--- config.mk ---
export PLATFORM = sky130hd
export DESIGN_NAME = keyed_watchdog
export DESIGN_NICKNAME = d
export VERILOG_FILES = /design/src/rtl/kwdg_pkg.sv /design/src/rtl/kwdg_keyctl.sv /design/src/rtl/kwdg_cfg_field.sv /design/src/rtl/kwdg_prescale.sv /design/src/rtl/kwdg_downcnt.sv /design/src/rtl/keyed_watchdog.sv
export SDC_FILE = /design/constraint.sdc
export NUM_CORES = 1
export LEC_CHECK = 0
export CAP_MARGIN = 10
export CORE_MARGIN = 2
export CORE_UTILIZATION = 50
export DETAILED_ROUTE_END_ITERATION = 6
export PLACE_DENSITY = 0.72
export SYNTH_ARGS = -nofsm -noshare
export SYNTH_HDL_FRONTEND = slang
export SYNTH_HIERARCHICAL = 1
export SYNTH_SLANG_ARGS = --single-unit
--- constraint.sdc ---
create_clock -name clk -period 3.9 [get_ports clk]
set_input_delay 0.39 -clock clk [delete_from_list [all_inputs] [get_ports clk]]
set_output_delay 0.39 -clock clk [all_outputs]
set_load 0.03 [all_outputs]
--- src/rtl/kwdg_pkg.sv ---
package kwdg_pkg;
  localparam int ADDR_W = 5;
  localparam int DATA_W = 16;

  localparam logic [ADDR_W-1:0] OFS_KEY  = 5'h00;
  localparam logic [ADDR_W-1:0] OFS_DIV  = 5'h04;
  localparam logic [ADDR_W-1:0] OFS_LOAD = 5'h08;
  localparam logic [ADDR_W-1:0] OFS_STAT = 5'h0C;
  localparam logic [ADDR_W-1:0] OFS_WIN  = 5'h10;

  localparam logic [DATA_W-1:0] KEY_START = 16'hCCCC;
  localparam logic [DATA_W-1:0] KEY_FEED  = 16'hAAAA;
  localparam logic [DATA_W-1:0] KEY_OPEN  = 16'h5555;

  typedef struct packed {
    logic start;
    logic feed;
  } key_cmd_t;
endpackage

--- src/rtl/kwdg_keyctl.sv ---
module kwdg_keyctl
  import kwdg_pkg::*;
(
  input  logic              clk,
  input  logic              rst_n,
  input  logic              key_wr,
  input  logic [DATA_W-1:0] key_val,
  output logic              unlocked,
  output key_cmd_t          cmd
);
  // Every key write decides the lock: only the open key leaves it open.
  always_ff @(posedge clk or negedge rst_n) begin
    if (!rst_n)      unlocked <= 1'b0;
    else if (key_wr) unlocked <= (key_val == KEY_OPEN);
  end

  always_comb begin
    cmd.start = key_wr && (key_val == KEY_START);
    cmd.feed  = key_wr && (key_val == KEY_FEED);
  end
endmodule

--- src/rtl/kwdg_cfg_field.sv ---
module kwdg_cfg_field #(
  parameter int          W      = 12,
  parameter logic [W-1:0] RST   = '0,
  parameter int          SETTLE = 2
) (
  input  logic         clk,
  input  logic         rst_n,
  input  logic         wr,
  input  logic [W-1:0] wdata,
  input  logic         tick_en,
  output logic [W-1:0] shadow,
  output logic [W-1:0] active,
  output logic         pending
);
  localparam int CW = $clog2(SETTLE + 1);

  logic [CW-1:0] settle_q;

  // A write restarts the settle window; the value moves to the active
  // copy on the tick that empties the window.
  always_ff @(posedge clk or negedge rst_n) begin
    if (!rst_n) begin
      shadow   <= RST;
      active   <= RST;
      settle_q <= '0;
    end else if (wr) begin
      shadow   <= wdata;
      settle_q <= CW'(SETTLE);
    end else if (tick_en && settle_q != '0) begin
      settle_q <= settle_q - CW'(1);
      if (settle_q == CW'(1)) active <= shadow;
    end
  end

  assign pending = (settle_q != '0);
endmodule

--- src/rtl/kwdg_prescale.sv ---
module kwdg_prescale #(
  parameter int CODE_W   = 4,
  parameter int MIN_LOG2 = 2,
  parameter int MAX_LOG2 = 10
) (
  input  logic              clk,
  input  logic              rst_n,
  input  logic              run,
  input  logic              restart,
  input  logic              tick_en,
  input  logic [CODE_W-1:0] code,
  output logic              ptick
);
  localparam int LW = $clog2(MAX_LOG2 + 1);

  logic [MAX_LOG2-1:0] div_q;
  logic [MAX_LOG2-1:0] term;
  logic [LW-1:0]       eff_log2;
  logic                last;

  always_comb begin
    if (int'(code) + MIN_LOG2 >= MAX_LOG2) eff_log2 = LW'(MAX_LOG2);
    else                                   eff_log2 = LW'(int'(code) + MIN_LOG2);
  end

  // Terminal count: the low eff_log2 bits are ones.
  for (genvar i = 0; i < MAX_LOG2; i++) begin : g_term
    assign term[i] = (int'(eff_log2) > i);
  end

  assign last = (div_q == term);

  always_ff @(posedge clk or negedge rst_n) begin
    if (!rst_n)                div_q <= '0;
    else if (restart || !run)  div_q <= '0;
    else if (tick_en)          div_q <= last ? '0 : div_q + MAX_LOG2'(1);
  end

  assign ptick = run && tick_en && last && !restart;
endmodule

--- src/rtl/kwdg_downcnt.sv ---
module kwdg_downcnt #(
  parameter int LOAD_W = 12
) (
  input  logic              clk,
  input  logic              rst_n,
  input  logic              load,
  input  logic [LOAD_W-1:0] load_val,
  input  logic              ptick,
  output logic [LOAD_W-1:0] cnt,
  output logic              expire
);
  always_ff @(posedge clk or negedge rst_n) begin
    if (!rst_n) begin
      cnt    <= '1;
      expire <= 1'b0;
    end else begin
      expire <= ptick && (cnt == '0) && !load;
      if (load)                       cnt <= load_val;
      else if (ptick && cnt == '0)    cnt <= load_val;
      else if (ptick)                 cnt <= cnt - LOAD_W'(1);
    end
  end
endmodule

--- src/rtl/keyed_watchdog.sv ---
module keyed_watchdog
  import kwdg_pkg::*;
#(
  parameter int LOAD_W   = 12,
  parameter int CODE_W   = 4,
  parameter int MIN_LOG2 = 2,
  parameter int MAX_LOG2 = 10,
  parameter int SETTLE   = 2
) (
  input  logic              clk,
  input  logic              rst_n,
  input  logic              tick_en,
  input  logic              reg_we,
  input  logic [ADDR_W-1:0] reg_addr,
  input  logic [DATA_W-1:0] reg_wdata,
  output logic [DATA_W-1:0] reg_rdata,
  output logic              wdg_rst_o
);
  logic              unlocked;
  key_cmd_t          cmd;
  logic              run_q;
  logic              arm_load;
  logic              ptick;
  logic [LOAD_W-1:0] cnt_q;
  logic [CODE_W-1:0] div_shadow, div_active;
  logic [LOAD_W-1:0] load_shadow, load_active;
  logic              div_pend, load_pend;
  logic [1:0]        stat_bits;
  logic              key_wr, div_wr, load_wr;

  assign key_wr  = reg_we && (reg_addr == OFS_KEY);
  assign div_wr  = reg_we && unlocked && (reg_addr == OFS_DIV);
  assign load_wr = reg_we && unlocked && (reg_addr == OFS_LOAD);

  kwdg_keyctl u_keyctl (
    .clk      (clk),
    .rst_n    (rst_n),
    .key_wr   (key_wr),
    .key_val  (reg_wdata),
    .unlocked (unlocked),
    .cmd      (cmd)
  );

  kwdg_cfg_field #(.W(CODE_W), .RST('0), .SETTLE(SETTLE)) u_div (
    .clk     (clk),
    .rst_n   (rst_n),
    .wr      (div_wr),
    .wdata   (reg_wdata[CODE_W-1:0]),
    .tick_en (tick_en),
    .shadow  (div_shadow),
    .active  (div_active),
    .pending (div_pend)
  );

  kwdg_cfg_field #(.W(LOAD_W), .RST('1), .SETTLE(SETTLE)) u_load (
    .clk     (clk),
    .rst_n   (rst_n),
    .wr      (load_wr),
    .wdata   (reg_wdata[LOAD_W-1:0]),
    .tick_en (tick_en),
    .shadow  (load_shadow),
    .active  (load_active),
    .pending (load_pend)
  );

  // Once set, only rst_n clears the run flag.
  always_ff @(posedge clk or negedge rst_n) begin
    if (!rst_n)         run_q <= 1'b0;
    else if (cmd.start) run_q <= 1'b1;
  end

  // A feed, or the first start, reloads the counter and restarts the divider.
  assign arm_load = cmd.feed || (cmd.start && !run_q);

  kwdg_prescale #(.CODE_W(CODE_W), .MIN_LOG2(MIN_LOG2), .MAX_LOG2(MAX_LOG2)) u_pre (
    .clk     (clk),
    .rst_n   (rst_n),
    .run     (run_q),
    .restart (arm_load),
    .tick_en (tick_en),
    .code    (div_active),
    .ptick   (ptick)
  );

  kwdg_downcnt #(.LOAD_W(LOAD_W)) u_cnt (
    .clk      (clk),
    .rst_n    (rst_n),
    .load     (arm_load),
    .load_val (load_active),
    .ptick    (ptick),
    .cnt      (cnt_q),
    .expire   (wdg_rst_o)
  );

  assign stat_bits = {load_pend, div_pend};

  always_comb begin
    reg_rdata = '0;
    case (reg_addr)
      OFS_DIV:  reg_rdata = DATA_W'(div_shadow);
      OFS_LOAD: reg_rdata = DATA_W'(load_shadow);
      OFS_STAT: reg_rdata = DATA_W'(stat_bits);
      default:  reg_rdata = '0;
    endcase
  end
endmodule

; Word-level counts from Yosys, hierarchy flattened
; Cells that the tools add are included.
[word_totals]
register_bits = 61
output_inout_bits = 17
elab_cells = 78
[op_classes]
n_addsub = 5
order_cmp = 11
n_eq_ne = 9
mux = 12
n_bitwise = 2
n_reduce_logical = 28
[op_table]
columns = op, n
row1 = 2-to-1 mux 12 bit, 3
row2 = one-hot mux 12 bit (3 select lines), 1
row3 = "equality test 16 bit, second input constant", 2
row4 = 2-to-1 mux 10 bit, 3
row5 = "equality test 16 x 15 -> 1 bit, second input constant", 1
row6 = "greater-than comparator 4 x 3 -> 1 bit, second input constant", 4
row7 = logical AND 1 bit, 14
row8 = logical NOT 12 bit, 1
row9 = "subtractor 12 x 1 -> 12 bit, second input constant", 1
row10 = "adder 10 x 1 -> 10 bit, second input constant", 1
row11 = equality test 10 bit, 1
row12 = "equality test 5 x 4 -> 1 bit, second input constant", 2
row13 = nonzero test 2 bit, 5
row14 = "greater-than comparator 4 x 1 -> 1 bit, second input constant", 2
row15 = "greater-than comparator 4 x 2 -> 1 bit, second input constant", 2
row16 = "greater-than comparator 4 bit, second input constant", 2
row17 = 2-to-1 mux 2 bit, 4
row18 = AND reduction 3 bit, 2
row19 = "adder 4 x 2 -> 5 bit, second input constant", 1
row20 = "equality test 5 x 3 -> 1 bit, second input constant", 1
row21 = ">= comparator 5 x 4 -> 1 bit, second input constant", 1
row22 = logical NOT 5 bit, 1
row23 = "equality test 2 x 1 -> 1 bit, second input constant", 2
row24 = 2-to-1 mux 4 bit, 1
row25 = 5 further kinds, 9

; Logic depth before layout (Yosys ltp)
; Gate-level depths: netlist of run 1.
[logic_depth]
depth_word = 10
mapped_depth = 15

; Hierarchy
; The synthesis of run 1 kept the hierarchy.
[by_module_without_submodules]
columns = module, n_inst, cells_each, area_each_um2, seq_area_each_um2
row1 = kwdg_cfg_field (u_load), 1, 64, 1069.8, 680.7
row2 = kwdg_downcnt, 1, 99, 885.8, 340.3
row3 = kwdg_prescale, 1, 106, 878.3, 250.2
row4 = kwdg_cfg_field (u_div), 1, 30, 442.9, 250.2
row5 = keyed_watchdog, 1, 39, 294.0, 25.0
row6 = kwdg_keyctl, 1, 17, 145.1, 25.0

; Worst setup path before layout of run 1
; OpenSTA, ideal clock, no wires.
[synth_path]
path_type = register to register
from = register u_div.active[1]
to = register u_cnt.cnt[9]
setup_time_ns = 0.084
arrival_time_ns = 3.418
required_time_ns = 3.816
path_slack_ns = 0.399
path_stages_with_launch = 13
path_buffers = 2
path_cell_list = dfrtp_1 > ha_1 > nor2b_1 > or4_1 > a21o_2 > a211oi_1 > nand3_1 > nor2_1 > buf_2 > nor4b_2 > a31oi_1 > clkbuf_1 > a311o_1
[synth_via]
elab_chain_cells = 10
[synth_lines]
columns = item, line_no
row1 = "start, declared", kwdg_cfg_field.sv:12  ; output logic [W-1:0] active,
row2 = "start signal, assigned", kwdg_cfg_field.sv:31  ; if (settle_q == CW'(1)) active <= shadow;
row3 = adder 4 x 2 -> 5 bit (*), kwdg_prescale.sv:23  ; else eff_log2 = LW'(int'(code) + MIN_LOG2);
row4 = >= comparator 5 x 4 -> 1 bit, kwdg_prescale.sv:22  ; if (int'(code) + MIN_LOG2 >= MAX_LOG2) eff_log2 = LW'(MAX_LOG2);
row5 = 2-to-1 mux 4 bit (*), kwdg_prescale.sv:22
row6 = "greater-than comparator 4 x 1 -> 1 bit, or another cell as far along", kwdg_prescale.sv:28  ; assign term[i] = (int'(eff_log2) > i);
row7 = equality test 10 bit (*), kwdg_prescale.sv:31  ; assign last = (div_q == term);
row8 = logical AND 1 bit (*) (2 in series), kwdg_prescale.sv:39  ; assign ptick = run && tick_en && last && !restart;
row9 = net ptick, keyed_watchdog.sv:23  ; logic ptick;
row10 = logical AND 1 bit, kwdg_downcnt.sv:19  ; else if (ptick && cnt == '0) cnt <= load_val;
row11 = 2-to-1 mux 12 bit, kwdg_downcnt.sv:19
row12 = 2-to-1 mux 12 bit, kwdg_downcnt.sv:18  ; if (load) cnt <= load_val;
row13 = "end signal, assigned", kwdg_downcnt.sv:18
row14 = "end signal, assigned", kwdg_downcnt.sv:19
row15 = "end signal, assigned", kwdg_downcnt.sv:20  ; else if (ptick) cnt <= cnt - LOAD_W'(1);
row16 = "end, declared", kwdg_downcnt.sv:9  ; output logic [LOAD_W-1:0] cnt,
; The timed path passes the listed nets; every way through them passes the cells marked *.
; A chain may end at the register's enable or synchronous reset.

; Worst setup path in the final report of run 1
[layout_path]
from = register u_div.active[2]
to = register u_cnt.cnt[9]
; Same word-level chain as after synthesis.

==> run_results.csv, run 1 <==
group,metric,value,unit
timing,final_max_slew_viols,0,
yosys,synth.top_cell.area_share,25.5,%
final_layout,fill_cells,614,
global_route,grt_first_pass_wirelength,14.0,mm
clocking,cts_hold_buffers_added,0,
yosys,synth_area_in_adders,2.69,%
critical_path,worst_path_required,4.15,ns
final_layout,fin_area,4410,um2
placed_design,hpwl,6.10,mm
final_layout,postLayoutCoreUtil,61.2,%
yosys,synth-seq-area-share,42.3,%
yosys,yosys-mux-area-fraction,10.5,%
yosys,post_synth_and_or_nand_nor_area_fraction,22.7,%
detailed_routing,firstDrtPassIters,4,
critical_path,worst_r2r_startpoint,"u_div/active[2]",
floorplan,start_util,51.5,%
clocking,cts-root-to-sink-buffers,2,
detailed_routing,route.vias.total,2954,
yosys,yosys.area.top_type,"sky130_fd_sc_hd__dfstp_2",
detailed_routing,route.detailed.drc,0,
yosys,netlist_top_cells_area,"sky130_fd_sc_hd__dfstp_2, sky130_fd_sc_hd__dfrtp_1, sky130_fd_sc_hd__mux2_2",
pwr,power,2.14,mW
detailed_routing,drt-wirelength-per-cell,16.5,um
floorplan,die_w,90.2,um
clocking,cts_inserted_buffers,9,
timing,setup-violations-final,0,
critical_path,worstSetupStartpointType,"register",
timing,layout_min_cycle_time,3.63,ns
floorplan,die_h,90.2,um
clocking,root_buffer,"sky130_fd_sc_hd__clkbuf_8",
global_route,antenna_violations_before_repair,0,
final_layout,final-instance-count-excl-fill,500,
final_layout,final_layout_size_suffix_gt1_share,31.9,%
yosys,async_flop_share,100,%
detailed_routing,drtAntennaViolNets,0,
final_layout,final-seq-area,1570,um2
floorplan,core,7210,um2
critical_path,timing.reg2reg.setup_slack,0.27,ns
yosys,yosysWarnings,6,
critical_path,worstSetupPathType,"register to register",
run_status,run_status,"finished clean",
critical_path,r2r-end,"u_cnt/cnt[9]",
hold_path,min_path_type,"primary input to asynchronous set/reset pin",
clocking,htree_levels,3,
yosys,synth_compound_area_share,15.3,%
placed_design,post-place-ws,0.223,ns
floorplan,site_row_count,31,
timing,setup_ws_final,0.265,ns
final_layout,layout.nets,429,
yosys,netlist_area,3720,um2
pwr,vdd_drop_max,339,uV
timing,min_period_over_period,93.2,%
yosys,number_of_enable_flip_flop_cells_after_synthesis,0,
critical_path,worstRegToRegCells,12,
floorplan,ios,42,
timing,worst_clock_skew,0.00989,ns
detailed_routing,via_per_instance_ratio,5.91,
placed_design,portBuffers,37,
final_layout,area_taken_by_multi_input_logic_gates,1970,um2
placed_design,dpl-instance-area,4170,um2
pwr,power_leakage,1.77,nW
yosys,synthXorXnorAreaFrac,1.18,%
detailed_routing,detailedRoute.firstIterationViolations,188,
clocking,clock_sinks,61,
timing,final-hold-violation-count,0,
floorplan,fp.dieArea,8140,um2
final_layout,most-common-layout-cells,"sky130_fd_sc_hd__clkdlybuf4s50_1, sky130_fd_sc_hd__dfstp_2, sky130_fd_sc_hd__mux2_2, sky130_fd_sc_hd__nand2_1, sky130_fd_sc_hd__dfrtp_1",
yosys,synth.ff_latch_count,61,
critical_path,critical_path_peak_fanout,9,
yosys,dominantRegCellSynth,"sky130_fd_sc_hd__dfstp_2",
yosys,synth_top_family_by_area,"simple AND/OR/NAND/NOR gates",
timing,maxClockFrequency,275,MHz
pwr,power.density_cell_area,484,nW/um2
detailed_routing,route.final.wire_length,8.23,mm
final_layout,num_antenna_cells,0,
global_route,grt_max_degree,34,
critical_path,crit_arrival,3.88,ns
yosys,post_synth_num_cell_types,76,
final_layout,area_growth,18.8,%
critical_path,worstSetupEndpointType,"register",
timing,timing.hold.ws,0.0960,ns
timing,timing.slew.headroom,29.9,%
clocking,cts_tree,"built",
clocking,clk-insertion-delay-late,0.33,ns
timing,worst_slew_pin_slew,1.05,ns
placed_design,routabilityCongestion,0.824,
yosys,syn_inst,355,
job,cap_viol_max_count,0,
global_route,grt.overflow.total,0,
global_route,first_global_vias,2992,
placed_design,dp.cells,484,
global_route,gr-usage-all-layers,21.1,%
clocking,clk_pin_slew,0.07,ns
yosys,syn_area_per_cell,10.5,um2
timing,setup-tns-final,0,ns
==> power by group <==
part | switching, mW | total, mW | internal (mW)
logic | 0.277 | 0.587 | 0.311
clock network | 0.243 | 0.642 | 0.399
registers | 0.0982 | 0.907 | 0.809
total | 0.618 | 2.14 | 1.52
==> cells by family after synthesis <==
logic type | count (synthesis)
other | 1
AOI/OAI and AO/OA | 71
buffers and inverters | 40
adders and majority gates | 8
muxes | 35
and+or+nand+nor | 134
DFF | 61
xor gates and xnor gates | 5
==> Yosys cell counts, types with 3 or more instances <==
library cell               number
sky130_fd_sc_hd__a22oi_1        3
sky130_fd_sc_hd__buf_2          5
sky130_fd_sc_hd__a21oi_1       10
sky130_fd_sc_hd__mux2i_1        3
sky130_fd_sc_hd__and3_1        10
sky130_fd_sc_hd__a21o_1         3
sky130_fd_sc_hd__inv_1         21
sky130_fd_sc_hd__xnor2_1        5
sky130_fd_sc_hd__a211oi_1       3
sky130_fd_sc_hd__o311ai_1       4
sky130_fd_sc_hd__or4_1          5
sky130_fd_sc_hd__nor4b_2        3
sky130_fd_sc_hd__nor2_1        22
sky130_fd_sc_hd__o32ai_2        3
sky130_fd_sc_hd__o31a_1         3
sky130_fd_sc_hd__nor3_1         3
sky130_fd_sc_hd__or2_2          5
sky130_fd_sc_hd__nand3_1       16
sky130_fd_sc_hd__mux2_2        32
sky130_fd_sc_hd__o22ai_1        3
sky130_fd_sc_hd__dfstp_2       36
sky130_fd_sc_hd__o311ai_0       3
sky130_fd_sc_hd__buf_4          6
sky130_fd_sc_hd__nor4_1         4
sky130_fd_sc_hd__nand3b_1       3
sky130_fd_sc_hd__o21ai_0       10
sky130_fd_sc_hd__nor3b_1        3
sky130_fd_sc_hd__ha_1           8
sky130_fd_sc_hd__nand4_1        5
sky130_fd_sc_hd__dfrtp_1       25
sky130_fd_sc_hd__clkbuf_1       4
sky130_fd_sc_hd__nand2_1       28
==> state kept, by name, summed over array words and instances, names as in the netlist, 2 cells and up <==
name,count
u_cnt/cnt,12
u_load/active,12
u_load/shadow,12
u_pre/div_q,10
u_div/active,4
u_div/shadow,4
u_div/settle_q,2
u_load/settle_q,2
==> cell type report <==
cell class                      count  area share (%)
Multi-Input combinational cell    257            44.7
Sequential cell                    61            35.6
Timing Repair Buffer               46            9.81
Clock buffer                       11            3.46
Tap cell                           99            2.81
Clock inverter                      5            1.84
Inverter                           21            1.79
==> worst max-delay path by stage <==
| stage | start | end | slack (ns) | depth (start not counted) |
|---|---|---|---|---|
| after floorplan | u_div/active[1] | u_cnt/cnt[9] | 0.40 | 12 |
| after global placement | u_div/active[2] | u_cnt/cnt[9] | 0.33 | 12 |
| after detailed placement | reg_addr[1] | u_cnt/cnt[9] | 0.22 | 13 |
| after CTS | u_div/active[2] | u_cnt/cnt[9] | 0.19 | 12 |
| after global routing | u_div/active[2] | u_cnt/cnt[9] | -0.0007 | 12 |
| final | u_div/active[2] | u_cnt/cnt[9] | 0.27 | 12 |
==> routing by layer <==
metal	share of wire (%)	up-vias	track usage [%]
li1	-	1397	-
met1	45	1452	27.8
met2	50	95	34.6
met3	4.4	10	3.69
met4	1.3	0	8.33
met5	0	-	0
==> worst max-delay path: stages (launching register included) <==
cell	delay, ns
sky130_fd_sc_hd__dfrtp_1	0.43
sky130_fd_sc_hd__ha_1	0.39
sky130_fd_sc_hd__or3b_1	0.40
sky130_fd_sc_hd__a21oi_1	0.22
sky130_fd_sc_hd__nor4_1	0.12
sky130_fd_sc_hd__a2111oi_4	0.38
sky130_fd_sc_hd__nand3_1	0.22
sky130_fd_sc_hd__nor2_1	0.19
sky130_fd_sc_hd__nor4b_2	0.32
sky130_fd_sc_hd__buf_4	0.21
sky130_fd_sc_hd__a31o_2	0.28
sky130_fd_sc_hd__nor4_1	0.08
sky130_fd_sc_hd__a311o_1	0.32
==> timing repair <==
item                                    CTS  global route
endpoints found under the setup margin    0             3
gates resized for setup                   0             2
buffers inserted                          0             0
(Power assumes the default switching activity.)
==> run 2, diff against run 1 <==
--- a/config.mk
+++ b/config.mk
@@ -6,7 +6,7 @@
 export NUM_CORES = 1
 export LEC_CHECK = 0
 export CAP_MARGIN = 10
-export CORE_MARGIN = 2
+export CORE_ASPECT_RATIO = 0.7
 export CORE_UTILIZATION = 50
 export DETAILED_ROUTE_END_ITERATION = 6
 export PLACE_DENSITY = 0.72
==> run 2 against run 1 <==
Effect of this change:
- fmax fell by 1.8%
- die area fell by 4.3%
- cell area fell by 1.3%
- power fell by 4.0%
- critical path depth did not move
- non-clock buffer count fell by 1
- clock power fell by 12%
- sequential power barely moved
- critical path type unchanged
- highest routed layer unchanged
==> run_results.csv, run 2 (synthesis gave the netlist of run 1 again) <==
group,metric,value,unit
detailed_routing,via_per_instance_ratio,5.98,
clocking,cts_tree,"built",
critical_path,crit_arrival,3.96,ns
clocking,cts-root-to-sink-buffers,2,
critical_path,critical-path-slowest-cell,"sky130_fd_sc_hd__a211oi_1",
run_status,run_status,"finished clean",
floorplan,die_h,74.1,um
placed_design,routabilityCongestion,0.808,
floorplan,start_util,53.3,%
final_layout,num_antenna_cells,0,
critical_path,worstSetupEndpointType,"register",
timing,maxClockFrequency,270,MHz
pwr,vdd_drop_max,354,uV
timing,final-hold-violation-count,0,
timing,worst_clock_skew,0.0139,ns
clocking,cts_hold_buffers_added,0,
placed_design,portBuffers,37,
placed_design,hpwl,6.15,mm
pwr,power_leakage,1.74,nW
pwr,power,2.05,mW
critical_path,worstSetupPathType,"register to register",
timing,worst_slew_pin_slew,1.00,ns
global_route,grt_max_degree,43,
clocking,root_buffer,"sky130_fd_sc_hd__clkbuf_8",
global_route,first_global_vias,2705,
final_layout,layout_top_registers,"u_cnt/cnt x12, u_load/active x12, u_load/shadow x12",
detailed_routing,drtAntennaViolNets,0,
final_layout,layout.nets,428,
clocking,clock_sinks,61,
global_route,antenna_violations_before_repair,0,
timing,setup-tns-final,0,ns
critical_path,critical_path_peak_fanout,9,
critical_path,worstSetupStartpointType,"register",
timing,timing.hold.ws,0.201,ns
final_layout,final_layout_size_suffix_gt1_share,31.5,%
floorplan,die_w,105,um
timing,min_period_over_period,94.9,%
critical_path,worstRegToRegCells,12,
detailed_routing,route.final.wire_length,8.41,mm
timing,timing.slew.headroom,33.0,%
final_layout,area_growth,17.2,%
critical_path,path_cells,"ha_1 > nor2b_1 > or4_1 > a21o_2 > a211oi_1 > nand3_1 > nor2_1 > nor4b_2 > buf_4 > a31o_2 > nor4_1 > a311o_1",
critical_path,cp_slowest_stage_delay,0.46,ns
pwr,power.density_cell_area,471,nW/um2
critical_path,r2r-end,"u_cnt/cnt[9]",
timing,final_max_slew_viols,0,
hold_path,min_path_type,"primary input to asynchronous set/reset pin",
critical_path,cell_class_contributing_the_biggest_share_of_worst_path_delay,"simple AND/OR/NAND/NOR gates",
floorplan,core,6980,um2
critical_path,timing.reg2reg.setup_slack,0.20,ns
timing,layout_min_cycle_time,3.70,ns
clocking,postCtsSetupBuffers,0,
timing,setup-violations-final,0,
clocking,ctsResizeCount,0,
global_route,grt_first_pass_wirelength,14.0,mm
critical_path,critPathLaunch,"u_div/active[2]",
job,cap_viol_max_count,0,
clocking,clk_pin_slew,0.07,ns
timing,rsz_0062_raised_after_global_routing,"no",
critical_path,worst_r2r_startpoint,"u_div/active[2]",
critical_path,cp_num_buf_inv,1,
detailed_routing,route.detailed.drc,0,
detailed_routing,detailedRoute.firstIterationViolations,202,
floorplan,fp.dieArea,7790,um2
detailed_routing,route.vias.total,2952,
floorplan,site_row_count,25,
global_route,gr-usage-all-layers,23.5,%
global_route,grt.overflow.total,0,
clocking,clk-insertion-delay-late,0.34,ns
clocking,cts_inserted_buffers,9,
critical_path,worst_path_required,4.16,ns
final_layout,most-common-layout-cells,"sky130_fd_sc_hd__clkdlybuf4s50_1, sky130_fd_sc_hd__dfstp_2, sky130_fd_sc_hd__mux2_2, sky130_fd_sc_hd__nand2_1, sky130_fd_sc_hd__dfrtp_1",
floorplan,ios,42,
detailed_routing,firstDrtPassIters,7,
clocking,htree_levels,3,
detailed_routing,drt-wirelength-per-cell,17.0,um
[run 2: worst max-delay path by stage]
stage,cells after the start,slack (ns),to
floorplan,12,0.40,u_cnt/cnt[9]
global placement,12,0.31,u_cnt/cnt[9]
detailed placement,13,0.21,u_cnt/cnt[9]
CTS,12,0.21,u_cnt/cnt[9]
global route,12,0.004,u_cnt/cnt[9]
finish,12,0.20,u_cnt/cnt[9]
[run 2: layout make-up]
class                      count  area (um2)
fill                         579        2620
multi-input combinational    257        1960
sequential                    61        1570
timing repair buffer          45         425
clock buffer                  10         138
tap                           94         118
inverter                      21        78.8
clock inverter                 6        62.6
[run 2: report_power, final]
part	internal (mW)	total, mW	switching, mW	leakage [nW]
clock network	0.310	0.566	0.256	0.0943
logic	0.305	0.574	0.270	0.943
registers	0.809	0.910	0.101	0.707
[run 2: stage by stage]
stage,util (%),instances,cell area (um2),setup slack [ns]
final,62.4,494,4360,0.198
after global routing,62.4,494,4360,0.00418
after CTS,62.4,494,4360,0.211
after detailed placement,59.6,478,4160,0.214
after global placement,59.6,478,4160,0.312
after floorplan,-,358,3730,0.399
[run 2: metal layers]
layer / up-vias / track usage, % / share of wire (%)
li1: 1391 / - / -
met1: 1457 / 35.4 / 48
met2: 91 / 34.0 / 44
met3: 13 / 5.00 / 6.0
met4: 0 / 7.36 / 1.2
met5: - / 0 / 0
